[config.mk]
export PLATFORM = sky130hd
export DESIGN_NAME = mshr_entry
export DESIGN_NICKNAME = d
export VERILOG_FILES = /design/src/rtl/mshr_pkg.sv /design/src/rtl/mshr_tick.sv /design/src/rtl/mshr_tq.sv /design/src/rtl/mshr_state.sv /design/src/rtl/mshr_entry.sv
export SDC_FILE = /design/constraint.sdc
export NUM_CORES = 1
export LEC_CHECK = 0
export BUFFER_PORTS_ARGS = -buffer_cell sky130_fd_sc_hd__clkbuf_2
export CAP_MARGIN = 20
export CORE_AREA = 4 4 189 191
export DETAILED_ROUTE_END_ITERATION = 10
export DIE_AREA = 0 0 193 195
export PLACE_DENSITY = 0.54
export RECOVER_POWER = 50
export SLEW_MARGIN = 10
export SYNTH_ARGS = -nofsm -noshare
export SYNTH_HDL_FRONTEND = slang
export SYNTH_SLANG_ARGS = --single-unit
[constraint.sdc]
create_clock -name clk -period 5.05 [get_ports clk]
set_clock_uncertainty 0.2 [all_clocks]
set_input_delay 0.7575 -clock clk [delete_from_list [all_inputs] [get_ports clk]]
set_output_delay 0.7575 -clock clk [all_outputs]
set_load 0.05 [all_outputs]
[src/rtl/mshr_pkg.sv]
package mshr_pkg;
  typedef enum logic [1:0] {
    CMD_RD  = 2'd0,
    CMD_WR  = 2'd1,
    CMD_INV = 2'd2
  } mcmd_e;
endpackage

[src/rtl/mshr_tick.sv]
module mshr_tick #(
  parameter int TSW = 32
) (
  input  logic           clk,
  input  logic           rst_n,
  output logic [TSW-1:0] now
);
  always_ff @(posedge clk) begin
    if (!rst_n) now <= '0;
    else        now <= now + 1'b1;
  end
endmodule

[src/rtl/mshr_tq.sv]
module mshr_tq
  import mshr_pkg::*;
#(
  parameter int DEPTH = 8,
  parameter int TAGW  = 8,
  localparam int CW   = $clog2(DEPTH + 1)
) (
  input  logic            clk,
  input  logic            rst_n,
  input  logic            push,
  input  mcmd_e           push_cmd,
  input  logic [TAGW-1:0] push_tag,
  input  logic            promote,
  input  logic            pop,
  output mcmd_e           head_cmd,
  output logic [TAGW-1:0] head_tag,
  output logic [CW-1:0]   count,
  output logic            full
);
  mcmd_e           cmd_q [DEPTH];
  logic [TAGW-1:0] tag_q [DEPTH];
  logic [CW-1:0]   cnt_q;

  mcmd_e           c1 [DEPTH];
  logic [TAGW-1:0] t1 [DEPTH];
  mcmd_e           c2 [DEPTH];
  logic [TAGW-1:0] t2 [DEPTH];
  logic [CW-1:0]   n1, n2, lead, pos;
  logic            found;

  always_comb begin
    // stage 1: drop the head if a pop is taken
    c1 = cmd_q;
    t1 = tag_q;
    n1 = cnt_q;
    if (pop && cnt_q != '0) begin
      for (int i = 0; i < DEPTH - 1; i++) begin
        c1[i] = cmd_q[i+1];
        t1[i] = tag_q[i+1];
      end
      c1[DEPTH-1] = CMD_RD;
      t1[DEPTH-1] = '0;
      n1 = cnt_q - 1'b1;
    end
    // length of the leading run of reads
    lead  = n1;
    found = 1'b0;
    for (int i = 0; i < DEPTH; i++) begin
      if (!found && CW'(i) < n1 && c1[i] != CMD_RD) begin
        lead  = CW'(i);
        found = 1'b1;
      end
    end
    pos = promote ? lead : n1;
    // stage 2: open a hole at pos and drop the new target in
    c2 = c1;
    t2 = t1;
    n2 = n1;
    if (push && n1 < CW'(DEPTH)) begin
      for (int i = 1; i < DEPTH; i++) begin
        if (CW'(i) > pos) begin
          c2[i] = c1[i-1];
          t2[i] = t1[i-1];
        end
      end
      for (int i = 0; i < DEPTH; i++) begin
        if (CW'(i) == pos) begin
          c2[i] = push_cmd;
          t2[i] = push_tag;
        end
      end
      n2 = n1 + 1'b1;
    end
  end

  always_ff @(posedge clk) begin
    if (!rst_n) begin
      cnt_q <= '0;
      for (int i = 0; i < DEPTH; i++) begin
        cmd_q[i] <= CMD_RD;
        tag_q[i] <= '0;
      end
    end else begin
      cnt_q <= n2;
      cmd_q <= c2;
      tag_q <= t2;
    end
  end

  assign head_cmd = cmd_q[0];
  assign head_tag = tag_q[0];
  assign count    = cnt_q;
  assign full     = (cnt_q == CW'(DEPTH));

  p_no_overflow_r7: assert property (@(posedge clk) disable iff (!rst_n)
    count <= CW'(DEPTH));
  p_full_hold_r7: assert property (@(posedge clk) disable iff (!rst_n)
    (full && !pop) |=> $stable(count));
  p_pop_step_r8: assert property (@(posedge clk) disable iff (!rst_n)
    (pop && !push && count != '0) |=> count == $past(count) - 1'b1);
endmodule

[src/rtl/mshr_state.sv]
module mshr_state
  import mshr_pkg::*;
#(
  parameter int ADDRW = 32,
  parameter int ASIDW = 8,
  parameter int SZW   = 8,
  parameter int THW   = 4,
  parameter int TSW   = 32
) (
  input  logic             clk,
  input  logic             rst_n,
  input  logic             alloc,
  input  logic [ADDRW-1:0] alloc_addr,
  input  logic [ASIDW-1:0] alloc_asid,
  input  mcmd_e            alloc_cmd,
  input  logic [SZW-1:0]   alloc_size,
  input  logic             take_thread,
  input  logic [THW-1:0]   new_thread,
  input  logic [TSW-1:0]   now,
  input  logic             upgrade,
  input  logic             mark,
  input  logic             dealloc,
  output mcmd_e            cmd,
  output logic [ADDRW-1:0] addr,
  output logic [ASIDW-1:0] asid,
  output logic [SZW-1:0]   size,
  output logic [TSW-1:0]   stamp,
  output logic [THW-1:0]   thread,
  output logic             busy
);
  always_ff @(posedge clk) begin
    if (!rst_n) begin
      cmd    <= CMD_RD;
      addr   <= '0;
      asid   <= '0;
      size   <= '0;
      stamp  <= '0;
      thread <= '1;
      busy   <= 1'b0;
    end else begin
      if (alloc) begin
        addr  <= alloc_addr;
        asid  <= alloc_asid;
        size  <= alloc_size;
        stamp <= now;
        cmd   <= upgrade ? CMD_WR : alloc_cmd;
      end else if (upgrade) begin
        cmd <= CMD_WR;
      end
      if (alloc && take_thread) thread <= new_thread;
      if (dealloc)   busy <= 1'b0;
      else if (mark) busy <= 1'b1;
    end
  end

  p_upgrade_r6: assert property (@(posedge clk) disable iff (!rst_n)
    upgrade |=> cmd == CMD_WR);
  p_dealloc_clear_r9: assert property (@(posedge clk) disable iff (!rst_n)
    dealloc |=> !busy);
  p_mark_set_r10: assert property (@(posedge clk) disable iff (!rst_n)
    (mark && !dealloc) |=> busy);
endmodule

[src/rtl/mshr_entry.sv]
module mshr_entry
  import mshr_pkg::*;
#(
  parameter int DEPTH = 8,
  parameter int TAGW  = 8,
  parameter int ADDRW = 32,
  parameter int ASIDW = 8,
  parameter int SZW   = 8,
  parameter int THW   = 4,
  parameter int TSW   = 32,
  localparam int CW   = $clog2(DEPTH + 1)
) (
  input  logic             clk,
  input  logic             rst_n,
  input  logic             alloc_valid,
  input  logic [ADDRW-1:0] alloc_addr,
  input  logic [ASIDW-1:0] alloc_asid,
  input  logic [1:0]       alloc_cmd,
  input  logic [SZW-1:0]   alloc_size,
  input  logic             alloc_has_tgt,
  input  logic [1:0]       alloc_tgt_cmd,
  input  logic [TAGW-1:0]  alloc_tgt_tag,
  input  logic [THW-1:0]   alloc_tgt_thread,
  input  logic             app_valid,
  output logic             app_ready,
  input  logic [1:0]       app_cmd,
  input  logic [TAGW-1:0]  app_tag,
  input  logic             mark_issue,
  input  logic             dealloc_valid,
  output logic             head_valid,
  input  logic             head_ready,
  output logic [1:0]       head_cmd,
  output logic [TAGW-1:0]  head_tag,
  output logic [1:0]       miss_cmd,
  output logic [ADDRW-1:0] miss_addr,
  output logic [ASIDW-1:0] miss_asid,
  output logic [SZW-1:0]   miss_size,
  output logic [TSW-1:0]   miss_time,
  output logic [THW-1:0]   miss_thread,
  output logic             in_service,
  output logic [CW-1:0]    tgt_count,
  output logic             tgt_full
);
  logic            alloc_fire, dealloc_fire, app_fire, pop_fire;
  logic            push, promote, upgrade;
  mcmd_e           push_cmd, cur_cmd, q_head_cmd;
  logic [TAGW-1:0] push_tag;
  logic [TSW-1:0]  now;

  assign alloc_fire   = alloc_valid && (tgt_count == '0);
  assign dealloc_fire = dealloc_valid && !alloc_valid && (tgt_count == '0);
  assign app_ready    = !tgt_full && !alloc_valid && !dealloc_valid;
  assign app_fire     = app_valid && app_ready;
  assign head_valid   = (tgt_count != '0);
  assign pop_fire     = head_valid && head_ready;

  assign push     = app_fire || (alloc_fire && alloc_has_tgt);
  assign push_cmd = alloc_fire ? mcmd_e'(alloc_tgt_cmd) : mcmd_e'(app_cmd);
  assign push_tag = alloc_fire ? alloc_tgt_tag : app_tag;
  assign promote  = app_fire && in_service && (cur_cmd == CMD_RD)
                    && (push_cmd == CMD_INV);
  assign upgrade  = push && !in_service && (push_cmd == CMD_WR);

  mshr_tick #(.TSW(TSW)) u_tick (.clk(clk), .rst_n(rst_n), .now(now));

  mshr_tq #(.DEPTH(DEPTH), .TAGW(TAGW)) u_tq (
    .clk(clk), .rst_n(rst_n),
    .push(push), .push_cmd(push_cmd), .push_tag(push_tag),
    .promote(promote), .pop(pop_fire),
    .head_cmd(q_head_cmd), .head_tag(head_tag),
    .count(tgt_count), .full(tgt_full)
  );

  mshr_state #(.ADDRW(ADDRW), .ASIDW(ASIDW), .SZW(SZW), .THW(THW), .TSW(TSW)) u_st (
    .clk(clk), .rst_n(rst_n),
    .alloc(alloc_fire), .alloc_addr(alloc_addr), .alloc_asid(alloc_asid),
    .alloc_cmd(mcmd_e'(alloc_cmd)), .alloc_size(alloc_size),
    .take_thread(alloc_has_tgt), .new_thread(alloc_tgt_thread),
    .now(now), .upgrade(upgrade), .mark(mark_issue), .dealloc(dealloc_fire),
    .cmd(cur_cmd), .addr(miss_addr), .asid(miss_asid), .size(miss_size),
    .stamp(miss_time), .thread(miss_thread), .busy(in_service)
  );

  assign head_cmd = q_head_cmd;
  assign miss_cmd = cur_cmd;

  p_alloc_legal_r2: assert property (@(posedge clk) disable iff (!rst_n)
    alloc_valid |-> tgt_count == '0);
  p_dealloc_legal_r9: assert property (@(posedge clk) disable iff (!rst_n)
    dealloc_valid |-> tgt_count == '0);
  p_app_step_r4: assert property (@(posedge clk) disable iff (!rst_n)
    (app_fire && !pop_fire) |=> tgt_count == $past(tgt_count) + 1'b1);
  p_full_block_r7: assert property (@(posedge clk) disable iff (!rst_n)
    tgt_full |-> !app_ready);
endmodule

-- Word level (Yosys, flattened, before mapping)
Cells that the tools add are included.
- reduce and logical (&&, ||, !) cells: 56
- bitwise logic cells: 1
- $add $sub $neg: 3
- multiplexer cells: 57
- equal/unequal tests: 10
- magnitude comparators: 16
- operators by type and width (cell ; count):
    2-to-1 mux 64 bit ; 2
    2-to-1 mux 8 bit ; 16
    2-to-1 mux 4 bit ; 11
    2-to-1 mux 2 bit ; 19
    adder 32 x 1 -> 32 bit, second input constant ; 1
    2-to-1 mux 16 bit ; 2
    logical AND 1 bit ; 30
    nonzero test 2 bit ; 9
    equality test 3 x 4 -> 1 bit, first input constant ; 4
    > comparator 3 x 4 -> 1 bit, first input constant ; 4
    less-than comparator 3 x 4 -> 1 bit, first input constant ; 4
    zero test 1 bit ; 11
    equality test 2 x 4 -> 1 bit, first input constant ; 2
    > comparator 2 x 4 -> 1 bit, first input constant ; 2
    zero test 4 bit ; 2
    less-than comparator 1 x 4 -> 1 bit, first input constant ; 2
    less-than comparator 2 x 4 -> 1 bit, first input constant ; 2
    2-to-1 mux 1 bit ; 7
    adder 4 x 1 -> 4 bit, second input constant ; 1
    equality test 1 x 4 -> 1 bit, first input constant ; 1
    equality test 4 bit, second input constant ; 1
    > comparator 1 x 4 -> 1 bit, first input constant ; 1
    less-than comparator 4 bit, second input constant ; 1
    nonzero test 4 bit ; 1
    7 further kinds ; 7
- register bits after elaboration: 203
- logic and storage cells: 168

-- Longest topological paths before layout
Gate-level depths: netlist (run 1).
- word-level depth: 40
- mapped depth: 19

-- Hierarchy
Synthesis (run 1) repeated with hierarchy kept, for this count alone.
- cells, all modules: 1299
- area total of the unflattened synthesis: 10857.9 sq um
- by module, submodules not included (module ; cells an instance ; times used ; area each (sq um)):
    mshr_tq ; 814 ; 1 ; 5826.8
    mshr_state ; 284 ; 1 ; 3279.4
    mshr_tick ; 168 ; 1 ; 1466.4
    mshr_entry ; 33 ; 1 ; 285.3

-- Least setup slack after synthesis (run 1)
No wires, ideal clock.
- kind: reg2reg
- start: reg u_tq.cnt_q[0] (netlist: u_tq.count[0])
- end: reg u_tq.cmd_q[0] (netlist bit)
- data arrival time: 4.296 ns
- cell stages (with the launch flop): 18
- clock period less this slack: 4.618 ns
- required time: 4.728 ns
- setup slack: 0.432 ns
- path through: dfxtp_1 > inv_1 > ha_1 > nor3b_4 > inv_2 > buf_2 > a21oi_2 > or2_2 > ha_1 > o21bai_1 > a221o_1 > a21boi_1 > a21o_1 > or2_2 > nor4_1 > buf_2 > nor3_1 > a221o_1
- cells in the longest elaborated chain, start to end: 40
- elaborated cells on any way between the ends: 81
- RTL lines (what ; line ; source):
    start, declared ; mshr_tq.sv:22 ; logic [CW-1:0] cnt_q;
    start signal, assigned ; mshr_tq.sv:84 ; cnt_q <= n2;
    nonzero test 4 bit * ; mshr_entry.sv:54 ; assign head_valid = (tgt_count != '0);
    named net head_valid ; mshr_entry.sv:30 ; output logic head_valid,
    logical AND 1 bit ; mshr_entry.sv:55 ; assign pop_fire = head_valid && head_ready;
    logical AND 1 bit * ; mshr_tq.sv:36 ; if (pop && cnt_q != '0) begin
    2-to-1 mux 4 bit / 2-to-1 mux 16 bit (equally long branches) ; mshr_tq.sv:36 ;
    less-than comparator 1 x 4 -> 1 bit / nonzero test 2 bit (equally long branches) ; mshr_tq.sv:49 ; if (!found && CW'(i) < n1 && c1[i] != CMD_RD) begin
    logical AND 1 bit ; mshr_tq.sv:49 ;
    2-to-1 mux 1 bit ; mshr_tq.sv:49 ;
    (+24 left out) ; n/a ;
    zero test 1 bit ; mshr_tq.sv:49 ;
    logical AND 1 bit (2 in a row) ; mshr_tq.sv:49 ;
    2-to-1 mux 4 bit ; mshr_tq.sv:49 ;
    2-to-1 mux 4 bit ; mshr_tq.sv:54 ; pos = promote ? lead : n1;
    > comparator 3 x 4 -> 1 bit ; mshr_tq.sv:61 ; if (CW'(i) > pos) begin
    2-to-1 mux 2 bit ; mshr_tq.sv:61 ;
    2-to-1 mux 2 bit ; mshr_tq.sv:67 ; if (CW'(i) == pos) begin
    2-to-1 mux 16 bit * ; mshr_tq.sv:59 ; if (push && n1 < CW'(DEPTH)) begin
    end signal, assigned by index ; mshr_tq.sv:80 ; cmd_q[i] <= CMD_RD;
    end signal, assigned ; mshr_tq.sv:85 ; cmd_q <= c2;
    end, declared ; mshr_tq.sv:20 ; mcmd_e cmd_q [DEPTH];
The timed path passes the listed nets; every way through them passes the cells marked *.
A chain may end at the register's enable or synchronous reset.

-- Worst setup path after layout (run 1)
- start: reg u_tq.cnt_q[0] (netlist: u_tq.count[0])
- end: reg u_tq.tag_q[18] (netlist bit)
- cells in the longest elaborated chain, start to end: 40
- elaborated cells on any way between the ends: 83
- RTL lines (what ; line ; source):
    parallel branches: the longest is 39 deep, another holds subtractor 4 x 1 -> 4 bit ; n/a ;
    2-to-1 mux 64 bit * ; mshr_tq.sv:59 ;
    end signal, assigned ; mshr_tq.sv:86 ; tag_q <= t2;
    end, declared ; mshr_tq.sv:21 ; logic [TAGW-1:0] tag_q [DEPTH];
Mark *: on every way between the ends.

==> results of run 1 <==
## per-layer routing
metal  track usage, %  vias up  part of all wire, %
met5                0        -                0.043
met4            3.042        2                  1.5
met3            3.683       39                  6.0
met2            25.48      216                   47
met1            20.15     4493                   45
li1                 -     4740                    -
## cell usage in the layout, fill, tap and decap left out, types with 6 or more instances in the layout
cell / n
nand3_1: 36
mux2i_1: 81
o2111ai_1: 7
or3_1: 10
o32ai_1: 6
a211oi_1: 13
xnor2_1: 11
buf_4: 28
o31ai_1: 8
nand2_1: 297
a21oi_1: 119
or2_2: 7
a31oi_1: 8
nand4_1: 10
a221oi_1: 15
a22o_1: 10
inv_1: 15
o21ai_0: 50
a221o_1: 12
o22ai_1: 13
xor2_1: 15
mux2_2: 9
and3_1: 10
nor2_1: 69
and2_1: 9
clkbuf_16: 23
dfxtp_1: 203
clkbuf_1: 111
clkbuf_2: 83
nor3_1: 10
## area by class of cell
cell class                 instances  area share (%)
multi-input combinational        935           46.20
tap                              455           4.697
clock inverter                     5          0.8567
timing repair buffer             218           8.671
sequential                       203           33.53
inverter                          17          0.5471
clock buffer                      34           5.502
## Yosys cell counts (7+ instances only)
library cell,count,area share (%)
inv_1,16,0.59
o22ai_1,13,0.80
and2_1,10,0.62
a221o_1,12,1.2
a31oi_1,8,0.49
nand3_1,36,1.8
clkbuf_1,55,2.0
or2_2,7,0.43
mux2_2,9,1.0
o31ai_1,8,0.59
a22o_1,10,0.87
nor3_1,10,0.49
o2111ai_1,7,0.61
mux2i_1,81,8.0
dfxtp_1,203,40
nand4_1,10,0.62
a211oi_1,13,0.96
o21ai_0,50,2.5
nand2_1,297,11
and3_1,10,0.62
a21oi_1,119,5.9
buf_2,16,0.79
xnor2_1,11,0.95
xor2_1,15,1.3
buf_1,14,0.52
a221oi_1,15,1.3
nor2_1,72,2.7
buf_4,12,0.89
or3_1,10,0.62
## where the power goes
group	internal (mW)	leakage, nW	switching, mW
Combinational	0.921	2.67	2.05
Sequential	1.88	1.65	0.202
Clock	1.06	0.377	0.658
## final timing paths
path / from / endpoint / slack, ns / cells past startpoint
setup / recovery: u_tq.count[0] / u_tq.tag_q[18] / 0.28 / 16
hold / removal: u_st.stamp[6] / u_st.stamp[6] / 0.25 / 2
setup reg to reg: u_tq.count[0] / u_tq.tag_q[18] / 0.28 / 16
hold reg to reg: u_st.stamp[6] / u_st.stamp[6] / 0.25 / 2
## sequential cells by signal, summed over array words and instances, names as in the netlist
signal / count
u_tick.now: 32
u_tq.head_cmd: 2
u_st.stamp: 32
u_st.addr: 32
u_st.cmd: 2
u_tq.head_tag: 8
u_st.size: 8
u_st.asid: 8
u_tq.cmd_q: 14
u_st.busy: 1
u_tq.tag_q: 56
u_st.thread: 4
u_tq.count: 4
## repair_timing
item,in CTS,in global routing
setup buffers,0,4
resized for setup,0,1
setup endpoints to repair,0,6
## critical path: cells and delay by family (launching register included)
family                     cells  cell delay, ns
and+or+nand+nor                5            1.45
adders and majority gates      2            0.59
buffers and inverters          3            0.43
AOI/OAI and AO/OA              6            1.60
DFF                            1            0.40
## logic make-up (layout without fill, tap and decap cells)
family | Yosys count | in the layout
AOI/OAI and AO/OA | 321 | 321
xor gates and xnor gates | 26 | 26
DFF | 203 | 203
buffers and inverters | 115 | 274
and+or+nand+nor | 494 | 494
muxes | 90 | 90
adders and majority gates | 4 | 4
==> impl_metrics.csv, run 1 <==
group,metric,value,unit
critical_path,start_kind,"register",
critical_path,max_stage_delay,0.45,ns
global_route,grt_first_pass_wirelength,48.76,mm
final_layout,diodes,0,
sta,holdWs,0.2526,ns
detailed_routing,drc,0,
sta,rsz0062_at_grt,"no",
sta,finalSetupViolations,0,
placement,gp_congestion,0.8496,
logic_synthesis,synth_fa_ha_area_share,0.4946,%
logic_synthesis,syn_inst,1253,
final_layout,instances_no_fill,1867,
sta,slew_violations,163,
run,maxCapViolations,3,
power_and_ir_drop,power.density,558.7,nW/um^2
floorplanning,fp.coreArea,34120,um^2
sta,clock.fmax,0.2095,GHz
power_and_ir_drop,vdd_drop_max,0.3053,mV
clock_tree,hold_buffers,0,
logic_synthesis,yosys_register_bits,203,
final_layout,multiInputGateArea,5600,um^2
critical_path,worstPathMaxFanout,13,
detailed_routing,drt-pass1-iter-count,5,
final_layout,design_area,12120,um^2
clock_tree,cts.sinks,203,
final_layout,fin_util,35.53,%
final_layout,nNetsFinal,1484,
final_layout,drive_above_1_share,13.60,%
clock_tree,tritoncts,"yes",
detailed_routing,wl_per_cell,16.13,um
placement,dp.final_hpwl,21.08,mm
logic_synthesis,ys_seq_area_share,40.16,%
global_route,antenna_found_initial,1,
global_route,grt_max_degree,93,
logic_synthesis,synth-compound-area-share,21.06,%
global_route,grt_pass1_vias,9176,
clock_tree,root_buffer,"clkbuf_16",
final_layout,layout.area.seq,4064,um^2
sta,setup_tns,0,ns
detailed_routing,drt-initial-drc-count,445,
floorplanning,io_pins,186,
detailed_routing,wl,30.11,mm
placement,dpl_cell_area,11440,um^2
status,outcome,"finished, violations left",
logic_synthesis,synth_edf_count,0,
clock_tree,clockBufferDepth,3,
critical_path,cp.required,5.28,ns
placement,place_ws,0.3070,ns
placement,dp_cells,1824,
logic_synthesis,synth_xor_xnor_area_share,2.250,%
status,violations,"capacitance limit, slew limit",
critical_path,setup.worst_path.end_class,"register",
critical_path,crit_top_cell,"ha_1",
final_layout,fillers,3598,
logic_synthesis,syn_avg_cell_area,8.076,um^2
sta,tightestPinTransition,2.671,ns
final_layout,layout-area-overhead-vs-synth,19.78,%
placement,port_buffers,185,
logic_synthesis,synth_cell_types,79,
power_and_ir_drop,p_leak,4.695,nW
floorplanning,dieWidth,193,um
logic_synthesis,syn-cell-area,10120,um^2
logic_synthesis,synth.mux.area_fraction,9.013,%
detailed_routing,vias_per_cell,5.083,
logic_synthesis,synth_top_family_by_area,"simple AND/OR/NAND/NOR gates",
clock_tree,numCtsBuffers,23,
logic_synthesis,syn_nets,1339,
sta,relSlewSlack,-78.07,%
power_and_ir_drop,power,6.772,mW
critical_path,cp_slowest_cell,"a221oi_2",
critical_path,cp_cell_sequence,"inv_1 > ha_1 > nor3b_4 > inv_2 > and3_1 > or2_2 > ha_1 > o21bai_1 > a221o_1 > a21boi_1 > buf_4 > a221oi_2 > and2b_1 > nand3b_1 > o21ai_0 > o221a_2",
logic_synthesis,synthSimpleGateAreaFrac,22.05,%
sta,min_period,4.774,ns
floorplanning,chipHeight,195,um
floorplanning,dieArea,37640,um^2
detailed_routing,postRouteAntennaNets,0,
clock_tree,clk_latency,0.50,ns
clock_tree,h-tree-depth,1,
global_route,grt-ovfl-total,0,
hold_path,hold_path_class,"register to register",
sta,fin_crit_sh,94.53,%
clock_tree,clkTransAtPathRegs,0.06,ns
detailed_routing,vias,9490,
global_route,grt_usage,15.25,%
logic_synthesis,ys.flop_type,"dfxtp_1",
logic_synthesis,ys_async_sr_fraction,0,%
critical_path,worstSetupPathType,"register to register",
floorplanning,initial_core_util,29.66,%
sta,setup_ws,0.2761,ns
critical_path,cp.arrival,5.00,ns
logic_synthesis,yosysWarnings,0,
sta,hold_viol,0,
floorplanning,rows,68,
Note: power is estimated with default switching activity, not from simulation.
==> inputs of run 2 (changes only) <==
--- a/config.mk
+++ b/config.mk
@@ -7,10 +7,10 @@
 export LEC_CHECK = 0
 export BUFFER_PORTS_ARGS = -buffer_cell sky130_fd_sc_hd__clkbuf_2
 export CAP_MARGIN = 20
-export CORE_AREA = 4 4 189 191
+export CORE_AREA = 4 4 176 178
 export DETAILED_ROUTE_END_ITERATION = 10
-export DIE_AREA = 0 0 193 195
-export PLACE_DENSITY = 0.54
+export DIE_AREA = 0 0 180 182
+export PLACE_DENSITY = 0.6
 export RECOVER_POWER = 50
 export SLEW_MARGIN = 10
 export SYNTH_ARGS = -nofsm -noshare
==> run 2 against run 1 <==
The flow still finishes with violations (capacitance limit, slew limit). Largest power group unchanged. Wire length down 3.5%. Non-clock buffer count down 5. Critical endpoint is now u_tq.tag_q[44]. Combinational power about the same.
==> impl_metrics.csv, run 2 (synthesis results as in run 1) <==
group,metric,value,unit
global_route,grt_usage,17.15,%
sta,setup_ws,0.3393,ns
placement,port_buffers,185,
final_layout,nNetsFinal,1479,
detailed_routing,vias,9386,
clock_tree,root_buffer,"clkbuf_16",
status,outcome,"finished, violations left",
clock_tree,postCtsResizedCells,0,
critical_path,cp_slowest_cell,"nand2b_1",
clock_tree,tritoncts,"yes",
final_layout,drive_above_1_share,12.94,%
detailed_routing,vias_per_cell,5.223,
final_layout,design_area,11960,um^2
detailed_routing,wl,29.07,mm
detailed_routing,drt-pass1-iter-count,5,
hold_path,hold_path_class,"register to register",
placement,dpl_cell_area,11370,um^2
floorplanning,dieArea,32760,um^2
floorplanning,dieWidth,180,um
sta,slew_violations,158,
critical_path,max_stage_delay,0.45,ns
placement,gp_congestion,0.8624,
clock_tree,clockBufferDepth,3,
critical_path,cp.arrival,4.90,ns
critical_path,setup.worst_path.end_class,"register",
sta,setup_tns,0,ns
critical_path,worst-path-buf-inv,3,
final_layout,final_common_cell,"nand2_1",
clock_tree,h-tree-depth,1,
final_layout,instances_no_fill,1797,
global_route,grt_first_pass_wirelength,48.71,mm
sta,relSlewSlack,-76.32,%
power_and_ir_drop,power,6.722,mW
detailed_routing,wl_per_cell,16.18,um
placement,dp_cells,1758,
floorplanning,io_pins,186,
critical_path,worstPathMaxFanout,40,
critical_path,worstSetupPathType,"register to register",
sta,min_period,4.711,ns
floorplanning,chipHeight,182,um
final_layout,fillers,3032,
clock_tree,hold_buffers,0,
placement,place_ws,0.3920,ns
global_route,grt_pass1_vias,9396,
clock_tree,numCtsBuffers,23,
critical_path,cp_cell_sequence,"inv_1 > ha_1 > nor3b_4 > inv_2 > and3_1 > or2_2 > ha_1 > o21bai_1 > a221o_1 > a21boi_1 > a41o_1 > a31oi_4 > buf_12 > nand2b_1 > a21oi_1 > a211o_1",
clock_tree,cts.sinks,203,
final_layout,layout-area-overhead-vs-synth,18.22,%
placement,dp.final_hpwl,20.31,mm
critical_path,cp.required,5.24,ns
power_and_ir_drop,power.density,561.9,nW/um^2
final_layout,diodes,0,
global_route,grt_max_degree,103,
critical_path,start_kind,"register",
clock_tree,clkTransAtPathRegs,0.06,ns
detailed_routing,postRouteAntennaNets,0,
global_route,antenna_found_initial,0,
sta,fin_crit_sh,93.28,%
sta,finalSetupViolations,0,
final_layout,largest_register_ffs,56,
final_layout,largest-register,"u_tq.tag_q",
power_and_ir_drop,p_leak,4.653,nW
sta,rsz0062_at_grt,"no",
floorplanning,fp.coreArea,29400,um^2
sta,hold_viol,0,
floorplanning,rows,63,
global_route,grt-ovfl-total,0,
detailed_routing,drt-initial-drc-count,556,
detailed_routing,drc,0,
critical_path,cp_top_family,"compound AO/OA/AOI/OAI gates",
power_and_ir_drop,vdd_drop_max,0.3457,mV
run,maxCapViolations,2,
status,violations,"capacitance limit, slew limit",
final_layout,final_cell_mix,"nand2_1, dfxtp_1, a21oi_1",
critical_path,crit_top_cell,"ha_1",
clock_tree,clk_latency,0.50,ns
sta,tightestPinTransition,2.645,ns
sta,clock.fmax,0.2123,GHz
clock_tree,postCtsSetupBuffers,0,
floorplanning,initial_core_util,34.42,%
run 2: metrics by stage:
step / util, % / hold WS, ns
after floorplan: - / 0.2319
after global placement: 38.66 / 0.2412
after detailed placement: 38.66 / 0.2461
after CTS: 41.22 / 0.2544
after global routing: 40.69 / 0.2729
final: 40.69 / 0.2514
run 2: routing by layer:
| layer | vias up | GRT usage [%] | part of all wire [%] |
|---|---|---|---|
| met5 | - | 0 | 0 |
| met1 | 4362 | 21.41 | 43 |
| met3 | 39 | 4.107 | 7.2 |
| li1 | 4720 | - | - |
| met2 | 265 | 30.15 | 49 |
| met4 | 0 | 3.749 | 1.6 |
run 2: power breakdown:
| part | leakage [nW] | internal [mW] | switching (mW) |
|---|---|---|---|
| Sequential | 1.65 | 1.88 | 0.192 |
| Clock | 0.368 | 1.02 | 0.670 |
| Combinational | 2.63 | 0.902 | 2.06 |
| Total | 4.65 | 3.80 | 2.92 |
run 2: cell type report:
type                            count  area, um^2  share of cell area [%]
Multi-Input combinational cell    935        5590                   46.73
Sequential cell                   203        4064                   33.97
Timing Repair Buffer              213        1003                   8.387
Clock buffer                       31       625.6                   5.229
Tap cell                          390       488.0                   4.079
Clock inverter                      8       126.4                   1.056
Inverter                           17       66.31                  0.5543
run 2: worst paths after layout:
kind | start | endpoint | slack, ns | depth (start not counted)
min | u_st.asid[5] | u_st.asid[5] | 0.25 | 2
max reg2reg | u_tq.count[0] | u_tq.tag_q[44] | 0.34 | 16
max | u_tq.count[0] | u_tq.tag_q[44] | 0.34 | 16
min reg2reg | u_st.asid[5] | u_st.asid[5] | 0.25 | 2
run 2: worst register-to-register path, delay by kind of cell, from the launching register on:
family,cells,cell delay (ns)
adder cells (fa/ha/maj),2,0.40
flip-flops,1,0.39
AO/OA/AOI/OAI,7,1.58
buffers and inverters,3,0.55
AND/OR/NAND/NOR,4,1.48
